**src/rtl/pinchg_pkg.sv**
```systemverilog
package pinchg_pkg;
   localparam int unsigned DEF_WIDTH  = 8;
   localparam int unsigned DEF_STAGES = 2;
   localparam int unsigned DEF_ADDR_W = 12;

   // Per-pin compare qualifier: a pin counts only when configured as input.
   function automatic logic pin_live(input logic dir_bit, input logic in_is_one);
      return in_is_one ? dir_bit : ~dir_bit;
   endfunction
endpackage

```
**src/rtl/pinchg_sync.sv**
```systemverilog
module pinchg_sync #(
   parameter int unsigned WIDTH  = 8,
   parameter int unsigned STAGES = 2
) (
   input  logic             clk,
   input  logic             rst_n,
   input  logic [WIDTH-1:0] d,
   output logic [WIDTH-1:0] q
);
   localparam int unsigned LAST = STAGES - 1;

   logic [WIDTH-1:0] stg_q [STAGES];

   generate
      for (genvar i = 0; i < STAGES; i++) begin : g_stage
         if (i == 0) begin : g_first
            always_ff @(posedge clk or negedge rst_n) begin
               if (!rst_n) stg_q[0] <= '0;
               else        stg_q[0] <= d;
            end
         end else begin : g_next
            always_ff @(posedge clk or negedge rst_n) begin
               if (!rst_n) stg_q[i] <= '0;
               else        stg_q[i] <= stg_q[i-1];
            end
         end
      end
   endgenerate

   assign q = stg_q[LAST];
endmodule

```
**src/rtl/pinchg_ref.sv**
```systemverilog
module pinchg_ref
   import pinchg_pkg::*;
#(
   parameter int unsigned WIDTH     = 8,
   parameter bit          DIR_IN_HI = 1'b1
) (
   input  logic             clk,
   input  logic             rst_n,
   input  logic [WIDTH-1:0] pin_s,
   input  logic [WIDTH-1:0] pin_dir,
   input  logic             rd_strobe,
   output logic [WIDTH-1:0] ref_q,
   output logic             mism_any
);
   logic [WIDTH-1:0] mism;

   always_ff @(posedge clk or negedge rst_n) begin
      if (!rst_n)         ref_q <= '0;
      else if (rd_strobe) ref_q <= pin_s;
   end

   generate
      for (genvar b = 0; b < WIDTH; b++) begin : g_bit
         assign mism[b] = pin_live(pin_dir[b], DIR_IN_HI) & (pin_s[b] ^ ref_q[b]);
      end
   endgenerate

   assign mism_any = |mism;
endmodule

```
**src/rtl/pinchg_pend.sv**
```systemverilog
module pinchg_pend (
   input  logic clk,
   input  logic rst_n,
   input  logic mism_any,
   input  logic pend_clr,
   output logic pend_flag
);
   always_ff @(posedge clk or negedge rst_n) begin
      if (!rst_n)        pend_flag <= 1'b0;
      else if (mism_any) pend_flag <= 1'b1;
      else if (pend_clr) pend_flag <= 1'b0;
   end
endmodule

```
**src/rtl/pinchg_ctl.sv**
```systemverilog
module pinchg_ctl #(
   parameter int unsigned          ADDR_W   = 12,
   parameter logic [ADDR_W-1:0]    VEC_ADDR = 12'h008
) (
   input  logic              clk,
   input  logic              rst_n,
   input  logic              mism_any,
   input  logic              pend_flag,
   input  logic              chg_ie,
   input  logic              gie,
   input  logic              asleep,
   output logic              armed_q,
   output logic              irq_req,
   output logic              wake_req,
   output logic              resume_req,
   output logic              vec_req,
   output logic [ADDR_W-1:0] vec_addr
);
   // Enable is frozen at the value it had when sleep began.
   always_ff @(posedge clk or negedge rst_n) begin
      if (!rst_n)       armed_q <= 1'b0;
      else if (!asleep) armed_q <= chg_ie;
   end

   assign irq_req    = pend_flag & chg_ie;
   assign wake_req   = asleep & armed_q & mism_any;
   assign resume_req = wake_req & ~gie;
   assign vec_req    = gie & (wake_req | irq_req);
   assign vec_addr   = VEC_ADDR;
endmodule

```
**src/rtl/pinchg_wake.sv**
```systemverilog
module pinchg_wake
   import pinchg_pkg::*;
#(
   parameter int unsigned             WIDTH     = DEF_WIDTH,
   parameter int unsigned             STAGES    = DEF_STAGES,
   parameter int unsigned             ADDR_W    = DEF_ADDR_W,
   parameter logic [DEF_ADDR_W-1:0]   VEC_ADDR  = 12'h008,
   parameter bit                      DIR_IN_HI = 1'b1
) (
   input  logic              clk,
   input  logic              rst_n,
   input  logic [WIDTH-1:0]  pin_in,
   input  logic [WIDTH-1:0]  pin_dir,
   input  logic              rd_strobe,
   input  logic              pend_clr,
   input  logic              chg_ie,
   input  logic              gie,
   input  logic              asleep,
   output logic              pend_flag,
   output logic              irq_req,
   output logic              wake_req,
   output logic              resume_req,
   output logic              vec_req,
   output logic [ADDR_W-1:0] vec_addr
);
   localparam logic [ADDR_W-1:0] VEC_FIT = ADDR_W'(VEC_ADDR);

   generate
      if (WIDTH < 1 || WIDTH > 64) begin : g_bad_width
         $error("pinchg_wake: WIDTH must be 1..64");
      end
      if (STAGES < 2 || STAGES > 4) begin : g_bad_stages
         $error("pinchg_wake: STAGES must be 2..4");
      end
      if (ADDR_W < 4 || ADDR_W > DEF_ADDR_W) begin : g_bad_addr
         $error("pinchg_wake: ADDR_W out of range");
      end
   endgenerate

   logic [WIDTH-1:0] pin_s;
   logic [WIDTH-1:0] ref_q;
   logic             mism_any;
   logic             armed_q;

   pinchg_sync #(.WIDTH(WIDTH), .STAGES(STAGES)) u_sync (
      .clk(clk), .rst_n(rst_n), .d(pin_in), .q(pin_s)
   );

   pinchg_ref #(.WIDTH(WIDTH), .DIR_IN_HI(DIR_IN_HI)) u_ref (
      .clk(clk), .rst_n(rst_n), .pin_s(pin_s), .pin_dir(pin_dir),
      .rd_strobe(rd_strobe), .ref_q(ref_q), .mism_any(mism_any)
   );

   pinchg_pend u_pend (
      .clk(clk), .rst_n(rst_n), .mism_any(mism_any),
      .pend_clr(pend_clr), .pend_flag(pend_flag)
   );

   pinchg_ctl #(.ADDR_W(ADDR_W), .VEC_ADDR(VEC_FIT)) u_ctl (
      .clk(clk), .rst_n(rst_n), .mism_any(mism_any), .pend_flag(pend_flag),
      .chg_ie(chg_ie), .gie(gie), .asleep(asleep), .armed_q(armed_q),
      .irq_req(irq_req), .wake_req(wake_req), .resume_req(resume_req),
      .vec_req(vec_req), .vec_addr(vec_addr)
   );
endmodule

```
**config.mk**
```make
export PLATFORM = sky130hd
export DESIGN_NAME = pinchg_wake
export DESIGN_NICKNAME = d
export VERILOG_FILES = /design/src/rtl/pinchg_pkg.sv /design/src/rtl/pinchg_sync.sv /design/src/rtl/pinchg_ref.sv /design/src/rtl/pinchg_pend.sv /design/src/rtl/pinchg_ctl.sv /design/src/rtl/pinchg_wake.sv
export SDC_FILE = /design/constraint.sdc
export NUM_CORES = 1
export LEC_CHECK = 0
export BUFFER_PORTS_ARGS = -buffer_cell sky130_fd_sc_hd__clkbuf_2
export CAP_MARGIN = 20
export CORE_ASPECT_RATIO = 0.5
export CORE_MARGIN = 8
export CORE_UTILIZATION = 31
export CTS_CLUSTER_DIAMETER = 100
export DETAILED_ROUTE_END_ITERATION = 12
export PLACE_DENSITY = 0.66
export SLEW_MARGIN = 25
export SYNTH_ARGS = -nofsm -noshare
export SYNTH_HDL_FRONTEND = slang
export SYNTH_HIERARCHICAL = 1
export SYNTH_SLANG_ARGS = --single-unit
```
**constraint.sdc**
```tcl
create_clock -name clk -period 1.55 [get_ports clk]
set_input_delay 0.31 -clock clk [delete_from_list [all_inputs] [get_ports clk]]
set_output_delay 0.31 -clock clk [all_outputs]
set_load 0.01 [all_outputs]
```
==> metrics <==
outcome=complete, but fails checks; failing checks=negative setup slack; most frequent cells in the layout=dfrtp_1 (26), clkbuf_2 (25), conb_1 (12); Die Span Y=a little under 60 um; Avg Inst Size Synth=~14 um2; core box area=about 3400 um2; top-area cell type share of the netlist area=roughly three fifths; Final Power=1.44 mW; share of cells above drive strength 1=a little over two fifths; Iter 0 DRT Violations=21; Logic pwr share=approximately a tenth; CTS hold repair buffers=0; CP Capture Type=output pin; fin worst setup slack=-0.413 ns; Clk pwr share=between 30% and 40%; Int Pwr=around 1.1 mW; Synth area leader=dfrtp_1; Synth Instances=just under 80; Area Overhead vs Synth=13.1%; delay-heaviest family, CP=flip-flops; Num CTS Buffers=3; critical path arrival=about 1.7 ns; post-DP HPWL=about 1.3 mm; routed len/inst=~12 um; final hold vios=0; Sequential Power Share=51.9%; Synth Register Bits=26; Pre-Repair DR Iteration Count=2; dpl cells=approximately 140; post-CTS setup buffers=0; fin crit share=127%; Slowest-stage cell, CP=dfrtp_1; ant diodes=0; NumNets Final=121; CTS max path bufs=2; worst-margin pin slew=slightly above 0.6 ns; Max rail drop VDD=0.000321 V; CP Launch Type=flop; clock latency on the worst-skew pair=0.26 ns; sequential fraction of the synthesis area=about three fifths; Switch Pwr=between 0.2 and 0.3 mW; fmax=~510 MHz; vias per inst=approximately 4; pwr/cell area=roughly 1200 nW/um2; Buf/Inv on CP=1; total number of vias=around 560; final clock skew=around 0.0012 ns; pin count of the biggest net entering global routing=27; Port Buf Inserts=27; WS Path Type=reg2out; post-place setup slack=-0.179 ns; CTS Sinks=26; critical-path cell list=xor2_1 -> a22oi_1 -> nand4_1 -> and3_4 -> o21a_1 -> clkbuf_2; mapped cell area=1080 um2; post-route minimum period=between 1.5 and 2 ns; Synth area leaders=dfrtp_1 (60%), buf_4 (14%), mux2_2 (9.4%), xor2_1 (6.5%), a22oi_1 (2.8%); vias in the first global route=654; die width=just under 100 um; Lkg Pwr=0.592 nW; commonest non-fill, non-tap cell in the layout=dfrtp_1; Max Cap Viol=0; reg-to-reg endpoint=u_pend/pend_flag; antenna violations before repair=0; Slew headroom=between 50 and 60%; # IOs=40; Max stage delay on crit path=around 0.39 ns; CTS tree=yes; Routed WL=~1.7 mm; R2R depth=4; critical path peak fanout=3; Post-Layout Cell Count=~140; Unique masters post-synth=14; Root Buffer=clkbuf_8; final core occ=36.1%; Net Sw Frac=about a fifth; Rows=15; GPL Wtd Cong=0.664; Total GRT Usage=~6%; htree depth=1; antenna viol nets, final=0; R2R setup slack=~0.34 ns; DRC=0; Initial Util=a little under a third; Min Hold Slack=a little under 0.04 ns; die area=between 5000 and 6000 um2; Worst Hold Class=in2async; CP required=1.24 ns; Final Slew Violations=0; total grt overflow=0; unrepaired setup endpoints after global routing=true; total of warnings raised by yosys=6; RR Startpoint=u_sync/q[6]; clk slew on worst S/H paths=approximately 0.080 ns; first-pass GRT wire length=roughly 2.8 mm; endpoints failing setup=3
## state kept, by name (all words and copies together) (netlist names)
| name | flops |
|---|---|
| u_sync/stg_q | 8 |
| u_ctl/armed_q | 1 |
| u_sync/q | 8 |
| u_ref/ref_q | 8 |
| u_pend/pend_flag | 1 |
## power by group through the flow
stage	clock network (mW)	logic, mW	registers (mW)
floorplan	0	0.133	0.756
CTS	0.564	0.153	0.750
global placement	0	0.150	0.760
finish	0.542	0.152	0.749
detailed placement	0	0.152	0.763
global route	0.594	0.172	0.756
## worst reg2reg max path: cells and delay by family, from the launching register on
family | cells | cell delay [ns]
AND/OR/NAND/NOR | 1 | 0.16
XOR/XNOR | 1 | 0.17
flip-flops | 1 | 0.39
AO/OA/AOI/OAI | 2 | 0.38
## repair_timing
item	CTS	global route
resized for setup	0	3
setup endpoints to repair	3	3
pin swaps	5	2
## layout make-up
type                    count  area (um2)
flip-flops and latches     26         651
clock inverters             1        30.0
multi-input cells          39         299
clock buffers               3        41.3
fillers                   341        2160
well taps                  42        52.6
inverters                   1        3.75
repair buffers             27         141
## worst max path at each step
stage / slack, ns / cells after the start / to / from
final: -0.41 / 6 / vec_req / u_sync/q[6]
after global routing: -0.53 / 6 / vec_req / u_sync/q[6]
after CTS: -0.46 / 6 / vec_req / u_sync/q[6]
after detailed placement: -0.18 / 6 / vec_req / u_ref/ref_q[6]
after global placement: -0.19 / 6 / vec_req / u_ref/ref_q[6]
after floorplan: -0.04 / 6 / vec_req / u_sync/q[3]
## routing by layer
layer	vias up	GRT usage [%]	part of all wire, %
li1	259	-	-
met1	273	6.15	39
met2	24	10.6	51
met3	2	2.74	8.1
met4	0	3.20	1.6
met5	-	0	0
## cells in the mapped netlist
library cell and instances:
xor2_1 8, and3_4 1, and2_1 1, nand4_1 1, conb_1 2, buf_6 1
o21a_1 1, buf_4 20, inv_1 1, dfrtp_1 26, nor2b_4 1, mux2_2 9
a22oi_1 4, a21o_1 1
## stage by stage
stage | area (um2) | setup TNS (ns)
CTS | 1210 | -1.18
global route | 1220 | -1.37
floorplan | 1120 | -0.0386
detailed placement | 1140 | -0.306
global placement | 1140 | -0.324
finish | 1220 | -1.04
## cell families (layout without fill, tap and decap cells)
group | Yosys count | in the layout | synth area share (%)
DFF | 26 | 26 | 60.4
buffers and inverters | 22 | 32 | 15.3
muxes | 9 | 9 | 9.41
other | 2 | 12 | 0.697
AOI/OAI and AO/OA | 6 | 6 | 4.18
xor gates and xnor gates | 8 | 8 | 6.50
and+or+nand+nor | 4 | 4 | 3.48
Note: power is estimated with default switching activity, not from simulation.
